**config.mk**
```make
export PLATFORM = sky130hd
export DESIGN_NAME = caseconv_top
export DESIGN_NICKNAME = d
export VERILOG_FILES = /design/src/rtl/caseconv_pkg.sv /design/src/rtl/caseconv_win.sv /design/src/rtl/caseconv_ctrl.sv /design/src/rtl/caseconv_dp.sv /design/src/rtl/caseconv_top.sv
export SDC_FILE = /design/constraint.sdc
export NUM_CORES = 2
export LEC_CHECK = 0
export BUFFER_PORTS_ARGS = -buffer_cell sky130_fd_sc_hd__buf_2
export CAP_MARGIN = 20
export CELL_PAD_IN_SITES_DETAIL_PLACEMENT = 0
export CELL_PAD_IN_SITES_GLOBAL_PLACEMENT = 2
export CORE_AREA = 2 2 680 682
export CTS_CLUSTER_SIZE = 8
export DETAILED_ROUTE_END_ITERATION = 6
export DIE_AREA = 0 0 682 684
export PLACE_DENSITY_LB_ADDON = 0.1
export SETUP_SLACK_MARGIN = 0.02
export SLEW_MARGIN = 5
export SYNTH_ARGS = -nofsm -noshare
export SYNTH_HDL_FRONTEND = slang
export SYNTH_HIERARCHICAL = 1
export SYNTH_SLANG_ARGS = --single-unit
```
**constraint.sdc**
```tcl
create_clock -name clk -period 21.3 [get_ports clk]
set_input_delay 6.39 -clock clk [delete_from_list [all_inputs] [get_ports clk]]
set_output_delay 6.39 -clock clk [all_outputs]
set_load 0.01 [all_outputs]
```
**src/rtl/caseconv_pkg.sv**
```systemverilog
package caseconv_pkg;
  parameter int unsigned CC_ADDR_W    = 32;
  parameter int unsigned CC_BUF_BYTES = 256;
  parameter int unsigned CC_IO_BYTES  = 1;
  localparam int unsigned CC_IDX_W    = $clog2(CC_BUF_BYTES);
  localparam int unsigned CC_LEN_W    = CC_IDX_W + 1;
  localparam int unsigned CC_IO_OFF_W = (CC_IO_BYTES > 1) ? $clog2(CC_IO_BYTES) : 1;

  localparam logic [7:0] OP_LOWER = 8'd0;
  localparam logic [7:0] OP_UPPER = 8'd1;
  localparam logic [7:0] OP_FLIP  = 8'd2;

  typedef struct packed {
    logic                busy;
    logic                walkWr;
    logic [CC_IDX_W-1:0] walkIdx;
  } ctlStrobe_t;

  function automatic logic isUpperCh(input logic [7:0] b);
    return (b >= 8'h41) && (b <= 8'h5A);
  endfunction

  function automatic logic isLowerCh(input logic [7:0] b);
    return (b >= 8'h61) && (b <= 8'h7A);
  endfunction

  function automatic logic [7:0] caseXform(input logic [7:0] op, input logic [7:0] b);
    logic [7:0] r;
    r = b;
    case (op)
      OP_LOWER: if (isUpperCh(b)) r = b | 8'h20;
      OP_UPPER: if (isLowerCh(b)) r = b & 8'hDF;
      OP_FLIP:  if (isUpperCh(b) || isLowerCh(b)) r = b ^ 8'h20;
      default:  r = b;
    endcase
    return r;
  endfunction
endpackage

```
**src/rtl/caseconv_win.sv**
```systemverilog
module caseconv_win #(
  parameter int unsigned AW    = 32,
  parameter int unsigned SIZE  = 256,
  parameter int unsigned OFF_W = 8
) (
  input  logic [AW-1:0]    addr,
  input  logic [AW-1:0]    base,
  output logic             hit,
  output logic [OFF_W-1:0] off
);
  logic [AW:0] diff;

  always_comb begin
    diff = {1'b0, addr} - {1'b0, base};
    hit  = (addr >= base) && (diff < (AW+1)'(SIZE));
    off  = diff[OFF_W-1:0];
  end
endmodule

```
**src/rtl/caseconv_ctrl.sv**
```systemverilog
module caseconv_ctrl
  import caseconv_pkg::*;
(
  input  logic                clk,
  input  logic                rst_n,
  input  logic                commitValid,
  input  logic                commitHit,
  input  logic [CC_IDX_W-1:0] commitOff,
  input  logic [CC_LEN_W-1:0] commitLen,
  output ctlStrobe_t          ctl,
  output logic                done
);
  typedef enum logic [1:0] {ST_IDLE, ST_RUN, ST_DONE} walkState_t;

  walkState_t          state;
  logic [CC_IDX_W-1:0] idx;
  logic [CC_LEN_W-1:0] remain;
  logic [CC_LEN_W-1:0] avail;
  logic [CC_LEN_W-1:0] clampLen;

  always_comb begin
    avail    = CC_LEN_W'(CC_BUF_BYTES) - {1'b0, commitOff};
    clampLen = '0;
    if (commitHit) clampLen = (commitLen < avail) ? commitLen : avail;
  end

  always_ff @(posedge clk) begin
    if (!rst_n) begin
      state  <= ST_IDLE;
      idx    <= '0;
      remain <= '0;
    end else begin
      case (state)
        ST_IDLE: if (commitValid) begin
          idx    <= commitOff;
          remain <= clampLen;
          state  <= (clampLen == '0) ? ST_DONE : ST_RUN;
        end
        ST_RUN: begin
          idx    <= idx + 1'b1;
          remain <= remain - 1'b1;
          if (remain == CC_LEN_W'(1)) state <= ST_DONE;
        end
        default: state <= ST_IDLE;
      endcase
    end
  end

  always_comb begin
    ctl.busy    = (state == ST_RUN);
    ctl.walkWr  = (state == ST_RUN);
    ctl.walkIdx = idx;
    done        = (state == ST_DONE);
  end

  AST_DONE_SINGLE: assert property (@(posedge clk) disable iff (!rst_n)
    done |=> !done);
  AST_EMPTY_COMMIT: assert property (@(posedge clk) disable iff (!rst_n)
    (state == ST_IDLE && commitValid && clampLen == '0) |=> done);
  AST_WALK_BOUNDED: assert property (@(posedge clk) disable iff (!rst_n)
    ctl.busy |-> (({2'b0, idx} + {1'b0, remain}) <= (CC_LEN_W+1)'(CC_BUF_BYTES)));
endmodule

```
**src/rtl/caseconv_dp.sv**
```systemverilog
module caseconv_dp
  import caseconv_pkg::*;
(
  input  logic                clk,
  input  logic                rst_n,
  input  ctlStrobe_t          ctl,
  input  logic                hostWrOp,
  input  logic                hostWrMem,
  input  logic [CC_IDX_W-1:0] memOff,
  input  logic [7:0]          wdata,
  output logic [7:0]          opCode,
  output logic [7:0]          rdByte
);
  logic [7:0] textBuf [CC_BUF_BYTES];
  logic [7:0] opReg;

  always_ff @(posedge clk) begin
    if (!rst_n) begin
      opReg <= OP_LOWER;
      for (int i = 0; i < int'(CC_BUF_BYTES); i++) textBuf[i] <= '0;
    end else if (ctl.walkWr) begin
      textBuf[ctl.walkIdx] <= caseXform(opReg, textBuf[ctl.walkIdx]);
    end else if (!ctl.busy) begin
      if (hostWrOp)  opReg <= wdata;
      if (hostWrMem) textBuf[memOff] <= wdata;
    end
  end

  assign opCode = opReg;
  assign rdByte = textBuf[memOff];

  AST_OP_FROZEN: assert property (@(posedge clk) disable iff (!rst_n)
    ctl.busy |=> $stable(opReg));
  AST_UPPER_CLEAN: assert property (@(posedge clk) disable iff (!rst_n)
    (ctl.walkWr && opReg == OP_UPPER) |=> !isLowerCh(textBuf[$past(ctl.walkIdx)]));
  AST_OPAQUE_KEEP: assert property (@(posedge clk) disable iff (!rst_n)
    (ctl.walkWr && opReg > OP_FLIP) |=> textBuf[$past(ctl.walkIdx)] == $past(textBuf[ctl.walkIdx]));
endmodule

```
**src/rtl/caseconv_top.sv**
```systemverilog
module caseconv_top
  import caseconv_pkg::*;
(
  input  logic                 clk,
  input  logic                 rst_n,
  input  logic [CC_ADDR_W-1:0] ioBase,
  input  logic [CC_ADDR_W-1:0] memBase,
  input  logic                 busValid,
  input  logic                 busWrite,
  input  logic [CC_ADDR_W-1:0] busAddr,
  input  logic [7:0]           busWdata,
  input  logic [31:0]          busRdataIn,
  output logic [31:0]          busRdata,
  output logic [1:0]           busHit,
  output logic                 busStall,
  input  logic                 commitValid,
  input  logic [CC_ADDR_W-1:0] commitAddr,
  input  logic [CC_LEN_W-1:0]  commitLen,
  output logic                 busy,
  output logic                 done
);
  logic                   ioHitRaw, memHitRaw, cmtHit;
  logic [CC_IO_OFF_W-1:0] ioOff;
  logic [CC_IDX_W-1:0]    memOff, cmtOff;
  logic                   ioSel, memSel;
  ctlStrobe_t             ctl;
  logic [7:0]             opCode, rdByte;

  caseconv_win #(.AW(CC_ADDR_W), .SIZE(CC_IO_BYTES), .OFF_W(CC_IO_OFF_W)) u_ioWin (
    .addr(busAddr), .base(ioBase), .hit(ioHitRaw), .off(ioOff));
  caseconv_win #(.AW(CC_ADDR_W), .SIZE(CC_BUF_BYTES), .OFF_W(CC_IDX_W)) u_memWin (
    .addr(busAddr), .base(memBase), .hit(memHitRaw), .off(memOff));
  caseconv_win #(.AW(CC_ADDR_W), .SIZE(CC_BUF_BYTES), .OFF_W(CC_IDX_W)) u_cmtWin (
    .addr(commitAddr), .base(memBase), .hit(cmtHit), .off(cmtOff));

  always_comb begin
    ioSel  = busValid && ioHitRaw;
    memSel = busValid && memHitRaw && !ioHitRaw;
  end

  caseconv_ctrl u_ctrl (
    .clk(clk), .rst_n(rst_n), .commitValid(commitValid), .commitHit(cmtHit),
    .commitOff(cmtOff), .commitLen(commitLen), .ctl(ctl), .done(done));

  caseconv_dp u_dp (
    .clk(clk), .rst_n(rst_n), .ctl(ctl),
    .hostWrOp(ioSel && busWrite && (ioOff == '0)),
    .hostWrMem(memSel && busWrite), .memOff(memOff), .wdata(busWdata),
    .opCode(opCode), .rdByte(rdByte));

  always_comb begin
    busHit   = {memSel, ioSel};
    busy     = ctl.busy;
    busStall = ctl.busy;
    busRdata = busRdataIn;
    if (ioSel && ioOff == '0) busRdata = {busRdataIn[31:8], opCode};
    else if (memSel)          busRdata = {24'b0, rdByte};
  end
endmodule

```
==> summary.md <==
| Metric | Value |
|---|---|
| Outcome | `finished clean` |
| Clock transition at the registers of the reported paths | `around 0.05 ns` |
| Routed WL | `between 500 and 600 mm` |
| GRT Total Usage | `22.4%` |
| Vias in the first global route | `~80000` |
| Total die area | `~470000 sq um` |
| CP Cell Sequence | `buf_2, inv_1, ha_1, fa_1, xor2_1, nand3_1, a2111oi_0, nand4b_1, nor4_1, nand4_1, and4b_1, nand4_1, or4_4, nor4b_2, nand3b_4, clkinv_1, nand2_1, a31oi_1, buf_2` |
| RSZ-0062 raised after global routing | `no` |
| Final Wtd Congestion | `0.834` |
| Routed vias/inst | `around 5.3` |
| Setup Skew | `0.0984 ns` |
| Die H | `a little under 700 microns` |
| Synth cell types | `around 120` |
| Net Sw Frac | `34.1%` |
| Final core area utilization | `~28%` |
| # IOs | `between 200 and 250` |
| Final net count | `between 8000 and 9000` |
| CTS resizes | `0` |
| Seq pwr share | `38.4%` |
| Buf/Inv on CP | `4` |
| Final Non-Filler Cells | `~15000` |
| DRT antenna net count | `0` |
| CTS tree | `built` |
| VDD IR max | `between 0.0001 and 0.00015 V` |
| CP max stage cell | `nand3b_4` |
| Pre-antenna DRT Iters | `5` |
| Initial DRC count | `8188` |
| Crit path max-delay family | `simple AND/OR/NAND/NOR gates` |
| Worst EP required | `around 15 ns` |
| Internal power | `approximately 8.1 mW` |
| Max_slew headroom | `roughly 9.8%` |
| Clk buf depth | `4` |
| Yosys top cell by area | `edfxtp_1` |
| CP Class | `in2out` |
| Initial Util | `between 20 and 25%` |
| Top-area cell type share of the netlist area | `a little over half` |
| Syn-to-layout area delta | `14.3%` |
| Clock latency on the worst-skew pair | `roughly 0.96 ns` |
| Static Leak | `44.1 nW` |
| Clock share of power | `36.8%` |
| Fin crit share | `about 85%` |
| Max-cap viol count | `0` |
| Clk root buf | `clkbuf_16` |
| Final slew viol count | `0` |
| DRC | `0` |
| Endpoints failing hold | `0` |
| Switch Pwr | `approximately 4.2 mW` |
| DP Cell Count | `~14000` |
| FFs w/ async S/R, synth | `0%` |
| Post-synthesis sequential area ratio | `54.3%` |
| First-pass GRT wire length | `between 700 and 800 mm` |
| Max incr delay on CP | `slightly above 0.6 ns` |
| # setup viols final | `0` |
| Share of cells above drive strength 1 | `approximately a quarter` |
| Buffers added on ports | `approximately 220` |
| Crit path launch type | `input port` |
| Arrival time at the worst endpoint | `between 10 and 15 ns` |
| Final global-route overflow total | `0` |
| Main synth FF type | `edfxtp_1` |
| Worst Hold Class | `reg2reg` |
| Synthesized flop and latch total | `2075` |
| Antenna violations before repair | `55` |
| Slew @ Worst Pin | `between 1 and 1.5 ns` |
| Synth Area per Inst | `between 10 and 15 sq um` |
| Mapped Nets | `around 8800` |
| Ys Warns | `6` |
| Core area | `about 460000 sq um` |
| WL/cell | `36.0 microns` |
| Post-Synthesis Cells | `roughly 8500` |
| DP Wirelength | `between 300 and 400 mm` |
| Power density cells | `93.8 nW/um^2` |
| Via count | `just under 80000` |
| Largest net degree at the start of global routing | `around 140` |
| Combinational share of power | `24.8%` |
| EDFF count, synth | `2048` |
| Clock tree sinks | `2075` |
| Num rows | `249` |
| FMAX | `0.0555 GHz` |
| Top cells by area, synth | `edfxtp_1 (54%), mux4_2 (22%), nor2_1 (7.3%)` |
| CTS buffer count | `around 300` |
| Cts-stage hold buffer count | `0` |
| FILL cells | `around 46000` |
| Crit Path Max Fanout | `34` |
| Synth Cell Area | `114000 sq um` |
| Die W | `682 microns` |
| Tmin final | `~18 ns` |
| Worst setup EP type | `output pin` |
| Post CTS Setup Buffer Count | `0` |
| H-tree levels | `5` |
| Sum of negative setup slack | `0 ns` |
[cell type report]
class                      count  area, sq um  area share, %
multi-input combinational   5620        48900           37.4
inverter                     156          606          0.464
timing repair buffer         435         3060           2.35
antenna                       14         35.0         0.0268
tap                         6149         7690           5.89
clock inverter                33          470          0.360
clock buffer                 347         7790           5.96
sequential                  2075        62100           47.5
[sequential cells by signal (all words and copies together) (netlist names)]
signal	count
u_ctrl/state	2
u_dp/opCode	8
u_ctrl/remain	9
u_ctrl/idx	8
u_dp/textBuf	2048
[layer usage]
| layer | GRT usage (%) | up-vias | part of all wire [%] |
|---|---|---|---|
| li1 | - | 32700 | - |
| met1 | 31.7 | 42900 | 45 |
| met2 | 36.2 | 2670 | 47 |
| met3 | 2.70 | 548 | 5.1 |
| met4 | 5.98 | 12 | 2.9 |
| met5 | 0 | - | 0.014 |
[through the flow]
stage / setup WS, ns / cell area [sq um] / hold slack, ns / power (mW)
floorplan: 4.85 / 114000 / 0.457 / 6.38
global placement: 3.06 / 122000 / 0.494 / 7.86
detailed placement: 3.16 / 122000 / 0.506 / 7.86
CTS: 3.16 / 131000 / 0.515 / 12.4
global route: 2.87 / 131000 / 0.544 / 12.6
finish: 3.28 / 131000 / 0.513 / 12.3
[final timing paths]
kind	endpoint	slack, ns	startpoint	cells past startpoint
max	busRdata[7]	3.28	busAddr[0]	19
min	u_dp/opCode[6]	0.51	u_dp/opCode[6]	2
max reg2reg	u_dp/textBuf[190][5]	11.07	u_ctrl/idx[0]	17
min reg2reg	u_dp/opCode[6]	0.51	u_dp/opCode[6]	2
[layout by cell type, fill, tap and decap left out, types with 42 or more instances in the layout]
| cell | count |
|---|---|
| nor2_1 | 2197 |
| edfxtp_1 | 2048 |
| mux4_2 | 1120 |
| nand2_1 | 736 |
| clkbuf_16 | 305 |
| mux2i_1 | 240 |
| buf_2 | 217 |
| buf_4 | 189 |
| a21oi_1 | 177 |
| inv_1 | 148 |
| ha_1 | 108 |
| o21ai_0 | 88 |
| a22oi_1 | 74 |
| o22ai_1 | 56 |
| a31oi_1 | 52 |
| nor3_1 | 49 |
| nand3_1 | 46 |
| clkbuf_1 | 42 |
[logic make-up after synthesis]
group / count (synthesis) / share of synthesized area [%]
xor gates and xnor gates: 55 / 0.421
and+or+nand+nor: 3285 / 11.6
adders and majority gates: 111 / 1.23
AOI/OAI and AO/OA: 779 / 4.74
muxes: 1390 / 24.5
buffers and inverters: 842 / 3.30
DFF: 2075 / 54.3
[power by group through the flow]
stage                     registers (mW)  logic (mW)  clock network [mW]
after floorplan                     4.74        1.64                   0
after global placement              4.78        3.08                   0
after detailed placement            4.78        3.08                   0
after CTS                           4.70        3.08                4.63
after global routing                4.72        3.13                4.75
final                               4.71        3.04                4.51
[worst register-to-register path, cell delays in order (launching register included)]
cell and delay (ns):
dfxtp_4 0.78, buf_4 0.68, buf_4 0.61, buf_4 0.70
buf_4 0.77, mux4_2 0.66, mux4_2 0.52, o21ai_0 0.35
a31oi_1 0.22, a211oi_2 0.85, nor4_1 0.13, buf_4 0.22
nor4b_1 0.44, and4b_1 0.28, a211oi_4 0.85, buf_12 0.64
buf_4 1.03, nor2_1 0.26
[Yosys cell counts (all sizes together), types with 53 or more instances]
| master | number |
|---|---|
| nor2 | 2209 |
| edfxtp | 2048 |
| mux4 | 1120 |
| nand2 | 737 |
| clkbuf | 442 |
| buf | 244 |
| mux2i | 243 |
| a21oi | 186 |
| inv | 153 |
| o21ai | 110 |
| ha | 108 |
| a22oi | 75 |
| nor3 | 64 |
| o22ai | 56 |
| a31oi | 53 |
Power figures use the tool's default switching activity.
